File: src/rtl/stereo_rx.sv
module stereo_rx #(
  parameter int ZERO_RUN = 1024
) (
  input  logic        clk,
  input  logic        rst_n,
  input  logic        frame_clk,
  input  logic        bit_clk,
  input  logic        sdata,
  input  logic [1:0]  word_len,
  output logic [23:0] left_out,
  output logic [23:0] right_out,
  output logic        valid,
  output logic        zero_flag
);
  localparam int RUNW = $clog2(ZERO_RUN + 2);
  localparam logic [RUNW-1:0] RUN_MAX = RUNW'(ZERO_RUN + 1);

  logic            lr_q, bclk_q;
  logic [4:0]      cnt;
  logic [23:0]     shreg, left_hold, word;
  logic [4:0]      nbits;
  logic [RUNW-1:0] run;

  wire lr_edge = frame_clk ^ lr_q;
  wire brise   = bit_clk & ~bclk_q;
  wire take    = (cnt != 5'd0) && (cnt <= nbits);
  wire both_zero = (left_hold == 24'd0) && (word == 24'd0);

  always_comb begin
    case (word_len)
      2'b00:   begin nbits = 5'd16; word = {{8{shreg[15]}}, shreg[15:0]}; end
      2'b01:   begin nbits = 5'd20; word = {{4{shreg[19]}}, shreg[19:0]}; end
      default: begin nbits = 5'd24; word = shreg; end
    endcase
  end

  always_ff @(posedge clk) begin
    if (!rst_n) begin
      lr_q   <= 1'b0;
      bclk_q <= 1'b0;
      cnt    <= '0;
      shreg  <= '0;
    end else begin
      lr_q   <= frame_clk;
      bclk_q <= bit_clk;
      if (lr_edge) begin
        cnt   <= '0;
        shreg <= '0;
      end else if (brise) begin
        if (cnt != 5'd31) cnt <= cnt + 5'd1;
        if (take) shreg <= {shreg[22:0], sdata};
      end
    end
  end

  always_ff @(posedge clk) begin
    if (!rst_n) begin
      left_hold <= '0;
      left_out  <= '0;
      right_out <= '0;
      valid     <= 1'b0;
      zero_flag <= 1'b0;
      run       <= '0;
    end else begin
      valid <= 1'b0;
      if (lr_edge && !lr_q) left_hold <= word;
      if (lr_edge && lr_q) begin
        left_out  <= left_hold;
        right_out <= word;
        valid     <= 1'b1;
        if (both_zero) begin
          if (run != RUN_MAX) run <= run + 1'b1;
          zero_flag <= (run >= RUNW'(ZERO_RUN));
        end else begin
          run       <= '0;
          zero_flag <= 1'b0;
        end
      end
    end
  end
endmodule

File: config.mk
export PLATFORM = sky130hd
export DESIGN_NAME = stereo_rx
export DESIGN_NICKNAME = d
export VERILOG_FILES = /design/src/rtl/stereo_rx.sv
export SDC_FILE = /design/constraint.sdc
export NUM_CORES = 1
export LEC_CHECK = 0
export ABC_AREA = 1
export BUFFER_PORTS_ARGS = -buffer_cell sky130_fd_sc_hd__buf_2
export CORE_ASPECT_RATIO = 1.1
export CORE_MARGIN = 2
export CORE_UTILIZATION = 58
export CTS_CLUSTER_DIAMETER = 100
export DETAILED_ROUTE_END_ITERATION = 6
export PLACE_DENSITY = 0.79
export SLEW_MARGIN = 20
export SYNTH_ARGS = -nofsm -noshare
export SYNTH_HDL_FRONTEND = slang
export SYNTH_SLANG_ARGS = --single-unit
File: constraint.sdc
create_clock -name clk -period 1.6 [get_ports clk]
set_input_delay 0 -clock clk [delete_from_list [all_inputs] [get_ports clk]]
set_output_delay 0 -clock clk [all_outputs]
set_load 0.02 [all_outputs]
**Yosys cells after proc, flatten, opt, wreduce, memory -nomap -nowiden**

Index checks and enable logic that the tools add are counted.

- Bits in registers: 116
- Word-level logic and storage cells: 41
- Bits of input ports: 7
- Output and inout port bits: 50

- Muxes and demuxes: 6
- Eq/ne operators: 4
- Bitwise operators: 4
- Reduce and logical (&&, ||, !) cells: 13
- Order comparisons: 2
- $add $sub $neg: 2

Operators by type and width:

| kind | number |
|---|---|
| 24-bit logical NOT | 2 |
| 24-bit case mux with 2 select lines | 1 |
| 11-bit two-way mux | 2 |
| 11-bit by 1-bit adder with 11-bit output, second input constant | 1 |
| 11-bit greater-or-equal comparator, second input constant | 1 |
| 11-bit != test, second input constant | 1 |
| 4-bit case mux with 2 select lines | 1 |
| 2-bit AND reduction | 3 |
| 5-bit by 1-bit adder with 5-bit output, second input constant | 1 |
| 5-bit <= comparator | 1 |
| 5-bit != test, second input constant | 1 |
| 5-bit nonzero test | 1 |
| 1-bit logical AND | 4 |
| 2-bit by 1-bit equality test with 1-bit output, second input constant | 1 |
| 2-bit logical NOT | 1 |
| 1-bit two-way mux | 2 |
| 2-bit by 1-bit != test with 1-bit output, second input constant | 1 |
| 1-bit NOT | 2 |
| 2-bit OR reduction | 1 |
| 1-bit bitwise AND | 1 |
| 1-bit logical NOT | 1 |
| 1-bit XOR | 1 |

**Logic depth before layout (Yosys ltp)**

Gate-level depths: netlist of the first run.

- Word-level depth: 6
- Gate-level depth with buffers: 12
- Mapped depth without buffers: 10

**Worst setup path before layout of the first run**

OpenSTA, ideal clock, no wires.

- Path type: flip-flop to flip-flop
- Start: register cnt[2]
- End: register shreg[0]
- Stages on the path, launching flop included: 9
- Path slack: 0.112 ns
- Arrival time: 1.418 ns
- Setup time: 0.070 ns
- Clock period less this slack: 1.488 ns
- Buffers on the path: 1
- Cells stage by stage: dfxtp_1 -> inv_1 -> ha_1 -> nand3_1 -> o211ai_1 -> nand2_1 -> clkbuf_1 -> nand2_1 -> a21oi_1

- Word-level cells in the longest chain between the ends: 3
- Elaborated cells between the ends (all ways): 4
- Classes of those cells: order compare: 1; reduce/logical: 3

Ends and longest elaborated chain:

| what | line | text |
|---|---|---|
| from (decl) | 19 | `logic [4:0] cnt;` |
| from (signal assigned) | 50 | `if (cnt != 5'd31) cnt <= cnt + 5'd1;` |
| 5-bit <= comparator or 5-bit nonzero test (tied branches) | 26 | `wire take = (cnt != 5'd0) && (cnt <= nbits);` |
| 1-bit logical AND * | 26 |  |
| 2-bit AND reduction (no line) * | - |  |
| to (signal assigned) | 51 | `if (take) shreg <= {shreg[22:0], sdata};` |
| to (decl) | 20 | `logic [23:0] shreg, left_hold, word;` |

Every way passes the cells marked *; elsewhere a longest branch is shown, timed or not.
A chain may end at the register's enable or synchronous reset.

**Final worst setup path of the first run**

- Start: register left_hold[13]
- End: register run[5]

- Word-level cells in the longest chain between the ends: 4
- Elaborated cells between the ends (all ways): 5
- Classes of those cells: eq/ne: 1; mux: 1; reduce/logical: 3

Ends and longest elaborated chain:

| what | line | text |
|---|---|---|
| from (decl) | 20 |  |
| from (signal assigned) | 66 | `if (lr_edge && !lr_q) left_hold <= word;` |
| 24-bit logical NOT * | 27 | `wire both_zero = (left_hold == 24'd0) && (word == 24'd0);` |
| 1-bit logical AND * | 27 |  |
| 2-bit by 1-bit != test with 1-bit output (no line) | - |  |
| 2-bit AND reduction (no line) | - |  |
| to (signal assigned) | 72 | `if (run != RUN_MAX) run <= run + 1'b1;` |
| to (decl) | 22 | `logic [RUNW-1:0] run;` |

Marks and branches as above.

==> results of run 1 <==
==> cells by family (layout without fill, tap and decap cells) <==
logic type,count (synthesis),count (layout)
simple gates,325,326
compound gates,130,130
flops,116,116
buf+inv,86,190
fa+ha+maj,9,9
xor+xnor,3,3
==> what timing repair did <==
action / CTS / global route
resized for setup: 13 / 51
pin swaps: 2 / 8
hold buffers: 5 / 0
setup endpoints to repair: 17 / 40
setup buffers: 0 / 4
cloned: 0 / 2
endpoints found under the hold margin: 28 / 0
==> layer usage <==
metal	wire length (um)	share of wire (%)	track usage, %
met4	278	2.1	11.1
met1	5450	42	33.6
met2	6530	50	47.9
met3	853	6.5	6.83
met5	0	0	0
==> metrics by stage <==
stage / cells / setup TNS [ns] / area (um2) / hold WS [ns]
global route: 882 / -1.26 / 6320 / 0.0506
floorplan: 669 / 0 / 4840 / 0.0935
finish: 882 / -0.0194 / 6320 / 0.0171
global placement: 839 / 0 / 5460 / 0.211
CTS: 876 / 0 / 6130 / 0.00357
detailed placement: 839 / -0.0862 / 5460 / 0.219
==> tightest hold or removal path: stages <==
cell	delay, ns
buf_2	0.22
a21oi_1	0.16
a21oi_1	0.12
==> cell type report <==
cell class / count / area, um2
fill: 580 / 1680
timing repair buffer: 104 / 721
clock buffer: 18 / 418
tap: 108 / 135
multi-input combinational: 468 / 2320
sequential: 116 / 2340
inverter: 54 / 205
clock inverter: 14 / 178
==> how the worst min path moves through the flow <==
stage               slack, ns       endpoint  cells past startpoint         from
finish                   0.02  right_out[22]                      3  word_len[1]
global route             0.05  right_out[22]                      3  word_len[1]
CTS                     0.004  right_out[22]                      3  word_len[1]
detailed placement       0.22         bclk_q                      3      bit_clk
global placement         0.21           lr_q                      3    frame_clk
floorplan                0.09         bclk_q                      2      bit_clk
==> Yosys cell counts (all sizes together), types with 2 or more instances <==
master  count  area [um2]
clkbuf     27         101
xor2        3        26.3
inv        52         195
ha          9         113
nand4       8        65.1
buf         5        37.5
a21oi      27         135
nand3      14        75.1
dfxtp     116        2320
nor3       10        55.1
o21ai     101         509
nand2      68         285
nor2      225         901
clkinv      2        7.51
==> registers in the layout, indices dropped and copies added, names as in the netlist <==
register and count:
bclk_q 1, cnt 5, left_hold 24, left_out 24
lr_q 1, right_out 24, run 11, shreg 24
valid 1, zero_flag 1
==> power by group <==
group	internal [mW]	switching (mW)	total, mW
clock	2.39	1.41	3.80
combinational	0.316	0.546	0.862
sequential	3.03	0.0937	3.12
==> results.yml, run 1 <==
run_status:
  status: "finished with violations"
  failed_checks: "setup timing"
synthesis:
  netlist_instances: 669
  yosysWarnings: 0
  synth_mux_area_share_pct: 0
  synth-compound-area-share_pct: 13.6
  synth.ff_latch_count: 116
  synth.distinct_cells: 26
  synth_fp_nets: 685
  async_flop_share_pct: 0
  synth.cell_area_um2: 4840
  synth_area_per_cell_um2: 7.24
  synth_seq_area_share_pct: 47.9
  synth_edf_count: 0
  synthFlopType: "dfxtp_1"
  synth_simple_gate_area_share_pct: 28.5
  synth_xor_area_share_pct: 0.542
  synth_fa_ha_area_share_pct: 2.32
  synth_top_family_by_area: "simple AND/OR/NAND/NOR gates"
power:
  power_density_nw_per_um2: 1230
  ir_worst_vdd_mv: 0.854
  total_power_mw: 7.78
  p_leak_nw: 3.05
sta:
  layout_min_cycle_time_ns: 1.62
  hold_violations: 0
  grt_setup_unrepaired: "true"
  finalCritPeriodShare_pct: 101
  relSlewSlack_pct: 68.7
  setup_viol: 2
  max_freq_mhz: 619
  finClkSkew_ns: 0.00588
  tightest_slew_ns: 0.470
  drv_slew: 0
  worst_slack_ns: -0.0161
setup_path:
  cp_num_buf_inv: 0
  cp.arrival_ns: 2.03
  crit_chain: "nor2_1, nand2_1, nor2_2, nand2_2, nor2_8, nand4_4, nand2_8, nand2_1, nand2_1, nor2_1"
  crit_path_max_fanout: 8
  max_stage_delay_ns: 0.33
  crit_top_cell: "nand2_1"
  critical_path_class: "reg -> reg"
  endpoint_kind: "flop"
  reg2reg_to: "run[5]"
  r2r_slack_ns: -0.02
  r2r-start: "left_hold[13]"
  required_ns: 2.01
  crit_slowest_cell: "dfxtp_1"
  cp_num_cells: 10
  critPathTopFamily: "simple AND/OR/NAND/NOR gates"
  cp-startpoint: "left_hold[13]"
  ff2ff_path_depth: 10
  critPathCapture: "run[5]"
  start_kind: "flop"
floorplanning:
  die-area_um2: 9100
  fp.dieW_um: 91.1
  row_count: 34
  die_y_um: 99.9
  core_area_um2: 8000
  start_util_pct: 60.6
  boundaryPins: 57
cts:
  cts_root_buf: "clkbuf_8"
  clock_sinks: 116
  htree_levels: 4
  cts_buffers: 17
  cts_tree: "yes"
  cts.clk_slew.worst_paths_ns: 0.06
  cts_max_path_buffers: 2
  insertion_delay_ns: 0.52
drt:
  drtPass1Iterations: 5
  viasPerCell: 5.48
  first_iter_violations: 403
  ant_nets: 0
  drt-total-wl_um: 13100
  vias: 4831
  drt-wirelength-per-cell_um: 14.9
  route.detailed.drc: 0
cells_and_area:
  syn_to_final_growth_pct: 30.4
  fin_util_pct: 79.0
  mostFrequentLayoutCells: "212 x nor2_1, 106 x dfxtp_1, 88 x o21ai_0, 56 x buf_2, 54 x nand2_1"
  layout_commonest_cell: "nor2_1"
  diodes: 0
  drive_gt1_share_pct: 25.2
  fin_nets: 777
worst_hold_path:
  hp-class: "in -> reg"
global_route:
  grt_use_total_pct: 27.8
  grt_pass1_vias: 4410
  grt_pass1_wl_um: 20100
  grt_max_degree: 59
  overflow: 0
  antenna_found_initial: 0
placement:
  dp_hpwl_um: 7790
  gp_congestion: 0.881
  detailedPlace.worstSlack_ns: -0.0521
  io_buffers: 56
run:
  cap_viol_max_count: 0
No activity file was read; power rests on OpenSTA's default activity.
==> run 2: changes to the inputs <==
--- a/config.mk
+++ b/config.mk
@@ -9,10 +9,9 @@
 export BUFFER_PORTS_ARGS = -buffer_cell sky130_fd_sc_hd__buf_2
 export CORE_ASPECT_RATIO = 1.1
 export CORE_MARGIN = 2
-export CORE_UTILIZATION = 58
+export CORE_UTILIZATION = 30
 export CTS_CLUSTER_DIAMETER = 100
 export DETAILED_ROUTE_END_ITERATION = 6
-export PLACE_DENSITY = 0.79
 export SLEW_MARGIN = 20
 export SYNTH_ARGS = -nofsm -noshare
 export SYNTH_HDL_FRONTEND = slang
==> run 2 against run 1 <==
  * The run now ends clean
  * Register-to-register slack better by 0.02 ns
  * Critical path depth is 1 higher
  * Final cell count increased by 15%
  * Clock power barely moved
  * Global-route usage down 13 points
  * Flip-flop and latch count is the same
  * Clock skew grew 0.0020 ns
  * Largest cell class is now multi-input combinational cells
  * Setup slack better by 0.018 ns
  * Combinational power grew 12%
  * Power up 1.6%
==> results.yml, run 2 (synthesis gave the netlist of run 1 again) <==
cells_and_area:
  diodes: 0
  syn_to_final_growth_pct: 41.0
  final_area_um2: 6830
  fin_nets: 813
  mostFrequentLayoutCells: "204 x nor2_1, 107 x dfxtp_1, 80 x o21ai_0, 67 x buf_4, 56 x buf_2"
  layout_commonest_cell: "nor2_1"
  drive_gt1_share_pct: 30.0
floorplanning:
  die_y_um: 137
  row_count: 48
  boundaryPins: 57
  fp.dieW_um: 125
  start_util_pct: 30.8
  die-area_um2: 17200
  core_area_um2: 15700
cts:
  cts_buffers: 17
  clock_sinks: 116
  insertion_delay_ns: 0.42
  cts_tree: "yes"
  cts_max_path_buffers: 2
  htree_levels: 4
  cts.clk_slew.worst_paths_ns: 0.06
  cts_root_buf: "clkbuf_16"
setup_path:
  crit_path_max_fanout: 7
  critical_path_class: "reg -> reg"
  start_kind: "flop"
  endpoint_kind: "flop"
  required_ns: 1.91
  cp.arrival_ns: 1.91
drt:
  route.detailed.drc: 0
  drtPass1Iterations: 4
  ant_nets: 0
  vias: 4544
  first_iter_violations: 267
  viasPerCell: 4.50
  drt-total-wl_um: 13100
  drt-wirelength-per-cell_um: 13.0
global_route:
  grt_use_total_pct: 14.9
  grt_pass1_vias: 4242
  grt_max_degree: 40
  overflow: 0
  grt_pass1_wl_um: 20400
  antenna_found_initial: 0
placement:
  place_area_um2: 5770
  detailedPlace.worstSlack_ns: -0.0532
  dp_hpwl_um: 8520
  io_buffers: 56
  gp_congestion: 0.772
power:
  seq_power_share_pct: 39.4
  total_power_mw: 7.91
  power_density_nw_per_um2: 1160
  p_leak_nw: 3.27
  pwr-share-comb_pct: 12.2
  ir_worst_vdd_mv: 0.635
  p_sw_mw: 1.97
  swShare_pct: 24.9
  clock_power_share_pct: 48.4
  power.internal_mw: 5.94
run:
  cap_viol_max_count: 0
worst_hold_path:
  hp-class: "in -> reg"
run_status:
  status: "finished, final reports clean"
sta:
  hold_ws_ns: 0.0865
  finClkSkew_ns: 0.00783
  setup_viol: 0
  worst_slack_ns: 0.00146
  tightest_slew_ns: 0.287
  relSlewSlack_pct: 80.8
  grt_setup_unrepaired: "true"
  layout_min_cycle_time_ns: 1.60
  hold_violations: 0
  finalCritPeriodShare_pct: 99.9
  max_freq_mhz: 626
  drv_slew: 0
run 2: cell count changes in the layout (fill, tap and decap cells not counted), sizes merged:
| cell | previous run | this run |
|---|---|---|
| buf | 98 | 130 |
| clkbuf | 19 | 26 |
| dlygate4sd3 | 5 | 6 |
| clkinvlp | 1 | 2 |
| inv | 55 | 52 |
| clkinv | 9 | 7 |
run 2: metal layers:
layer	share of wire [%]	global-route usage, %
met1	47	19.4
met2	47	23.2
met3	4.3	4.19
met4	1.4	6.11
met5	0	0
run 2: area by class of cell:
cell class / count / area [um2]
clock inverter: 10 / 130
multi-input combinational: 468 / 2390
sequential: 116 / 2330
clock buffer: 22 / 464
inverter: 54 / 208
tap: 200 / 250
timing repair buffer: 140 / 1060
fill: 1591 / 8900
run 2: worst paths after layout:
check / startpoint / end / slack (ns) / depth (start not counted)
worst max-delay path: shreg[3] / run[3] / 0.001 / 11
worst min-delay path: word_len[1] / right_out[21] / 0.09 / 3
worst max register to register: shreg[3] / run[3] / 0.001 / 11
worst min register to register: shreg[23] / shreg[23] / 0.47 / 2
run 2: what timing repair did:
item	in CTS	in global routing
hold endpoints to repair	5	0
pin swaps	1	28
endpoints found under the setup margin	9	39
hold buffers	6	0
setup buffers	0	6
gates cloned	0	7
gates resized for setup	3	85
run 2: critical path: stages (launching register included):
cell     delay (ns)
dfxtp_1        0.31
nor2_1         0.11
nand2_1        0.10
nor2_2         0.15
nand2_2        0.11
nor2_8         0.15
nand4_4        0.15
buf_4          0.18
nand2_4        0.09
nand2_1        0.06
nand2_1        0.05
nor2_1         0.03
run 2: power groups by stage:
stage          Clock, mW  Sequential (mW)  Combinational (mW)
6_report            3.83             3.11               0.966
3_3_place_gp           0             3.17               0.816
4_1_cts             3.90             3.11               0.842
5_1_grt             4.03             3.13                1.07
2_1_floorplan          0             3.24               0.435
3_5_place_dp           0             3.17               0.821
run 2: stage by stage:
stage / util, % / TNS (ns) / std cells
after global placement: 36.7 / -0.0770 / 959
after floorplan: - / 0 / 669
final: 43.4 / 0 / 1010
after detailed placement: 36.7 / -0.131 / 959
after CTS: 40.9 / 0 / 997
after global routing: 43.4 / -0.931 / 1010
==> run 3: changes to the inputs <==
--- a/config.mk
+++ b/config.mk
@@ -12,6 +12,7 @@
 export CORE_UTILIZATION = 30
 export CTS_CLUSTER_DIAMETER = 100
 export DETAILED_ROUTE_END_ITERATION = 6
+export REMOVE_ABC_BUFFERS = 1
 export SLEW_MARGIN = 20
 export SYNTH_ARGS = -nofsm -noshare
 export SYNTH_HDL_FRONTEND = slang
==> run 3 against run 2 <==
  * Clock power fell by 13%
  * Global-route usage shrank 0.47 points
  * Critical path depth fell by 4
  * Core utilization is 2.1 points lower
  * Die area unchanged
  * Non-clock buffer count shrank 15
  * Setup slack gained 0.052 ns
  * Clock skew up 0.0019 ns
  * Critical path type unchanged
  * Critical endpoint is now shreg[10]
==> results.yml, run 3 (synthesis gave the netlist of run 1 again) <==
run_status:
  status: "finished, final reports clean"
floorplanning:
  row_count: 48
  start_util_pct: 30.8
  fp.dieW_um: 125
  die-area_um2: 17200
  core_area_um2: 15700
  boundaryPins: 57
  die_y_um: 137
setup_path:
  cp.arrival_ns: 1.85
  start_kind: "flop"
  critical_path_class: "reg -> reg"
  required_ns: 1.90
  crit_path_max_fanout: 14
  endpoint_kind: "flop"
  r2r_slack_ns: 0.05
sta:
  hold_ws_ns: 0.0733
  drv_slew: 0
  fin_setup_tns_ns: 0
  grt_setup_unrepaired: "true"
  setup_viol: 0
  relSlewSlack_pct: 74.8
  tightest_slew_ns: 0.378
  finClkSkew_ns: 0.00973
  layout_min_cycle_time_ns: 1.55
  finalCritPeriodShare_pct: 96.7
  worst_slack_ns: 0.0535
  hold_violations: 0
  max_freq_mhz: 647
power:
  total_power_mw: 7.32
  pwr-share-comb_pct: 12.0
  swShare_pct: 25.4
  p_leak_nw: 3.13
  seq_power_share_pct: 42.5
  power.internal_mw: 5.46
  ir_worst_vdd_mv: 0.760
  p_sw_mw: 1.86
  power_density_nw_per_um2: 1130
  clock_power_share_pct: 45.5
drt:
  first_iter_violations: 232
  drt-wirelength-per-cell_um: 12.0
  drt-total-wl_um: 12000
  vias: 4423
  ant_nets: 0
  drtPass1Iterations: 4
  viasPerCell: 4.45
  route.detailed.drc: 0
placement:
  place_area_um2: 5750
  dp.cells: 954
  gp_congestion: 0.777
  detailedPlace.worstSlack_ns: -0.0476
  dp_hpwl_um: 8030
  io_buffers: 56
global_route:
  grt_pass1_vias: 4238
  grt_use_total_pct: 14.4
  grt_max_degree: 49
  grt_pass1_wl_um: 19900
  antenna_found_initial: 0
  overflow: 0
cts:
  cts_tree: "yes"
  cts.clk_slew.worst_paths_ns: 0.05
  cts_max_path_buffers: 2
  cts_root_buf: "clkbuf_16"
  htree_levels: 4
  clock_sinks: 116
  insertion_delay_ns: 0.41
  cts_buffers: 17
cells_and_area:
  diodes: 0
  final_area_um2: 6490
  mostFrequentLayoutCells: "210 x nor2_1, 108 x dfxtp_1, 88 x o21ai_0, 57 x buf_2, 56 x nand2_1"
  fin_util_pct: 41.3
  fin_nets: 798
  stdcell_count: 995
  drive_gt1_share_pct: 25.3
  layout_commonest_cell: "nor2_1"
  syn_to_final_growth_pct: 34.1
worst_hold_path:
  hp-class: "in -> reg"
run:
  cap_viol_max_count: 0
## run 3: critical path, stage by stage, from the launching register on
cell	delay (ns)
dfxtp_2	0.33
inv_1	0.06
ha_2	0.20
a311oi_2	0.28
nand2_2	0.16
buf_8	0.18
o21ai_0	0.15
nor2_1	0.05
## run 3: final cells by class
class                   instances  area (um2)
clock buffers                  27         493
well taps                     200         250
clock inverters                 5        25.0
inverters                      54         205
multi-input cells             468        2300
repair buffers                125         892
fillers                      1659        9240
flip-flops and latches        116        2330
## run 3: what timing repair did
action                     4_1_cts  5_1_grt
setup buffers                    0        2
pin swaps                        1       18
cloned                           0        3
setup endpoints to repair       25       37
gates resized for setup          6       49
hold endpoints to repair         9        0
hold buffers                     4        0
## run 3: worst paths after layout
check	depth (start not counted)	start	to
hold reg to reg	2	left_hold[18]	left_out[18]
setup / recovery	7	cnt[0]	shreg[10]
hold / removal	3	word_len[1]	left_hold[21]
setup reg to reg	7	cnt[0]	shreg[10]
## run 3: routing by layer
metal | up-vias | track usage, % | wire length, um
met5 | - | 0 | 0
met4 | 0 | 5.93 | 219
met3 | 17 | 3.84 | 349
met2 | 52 | 22.9 | 5380
met1 | 2000 | 18.6 | 6020
li1 | 2354 | - | -
## run 3: power by group through the flow
stage / Clock (mW) / Combinational, mW / Sequential, mW
5_1_grt: 3.53 / 0.993 / 3.12
2_1_floorplan: 0 / 0.393 / 3.24
4_1_cts: 3.39 / 0.836 / 3.11
3_3_place_gp: 0 / 0.812 / 3.16
3_5_place_dp: 0 / 0.819 / 3.16
6_report: 3.33 / 0.881 / 3.11
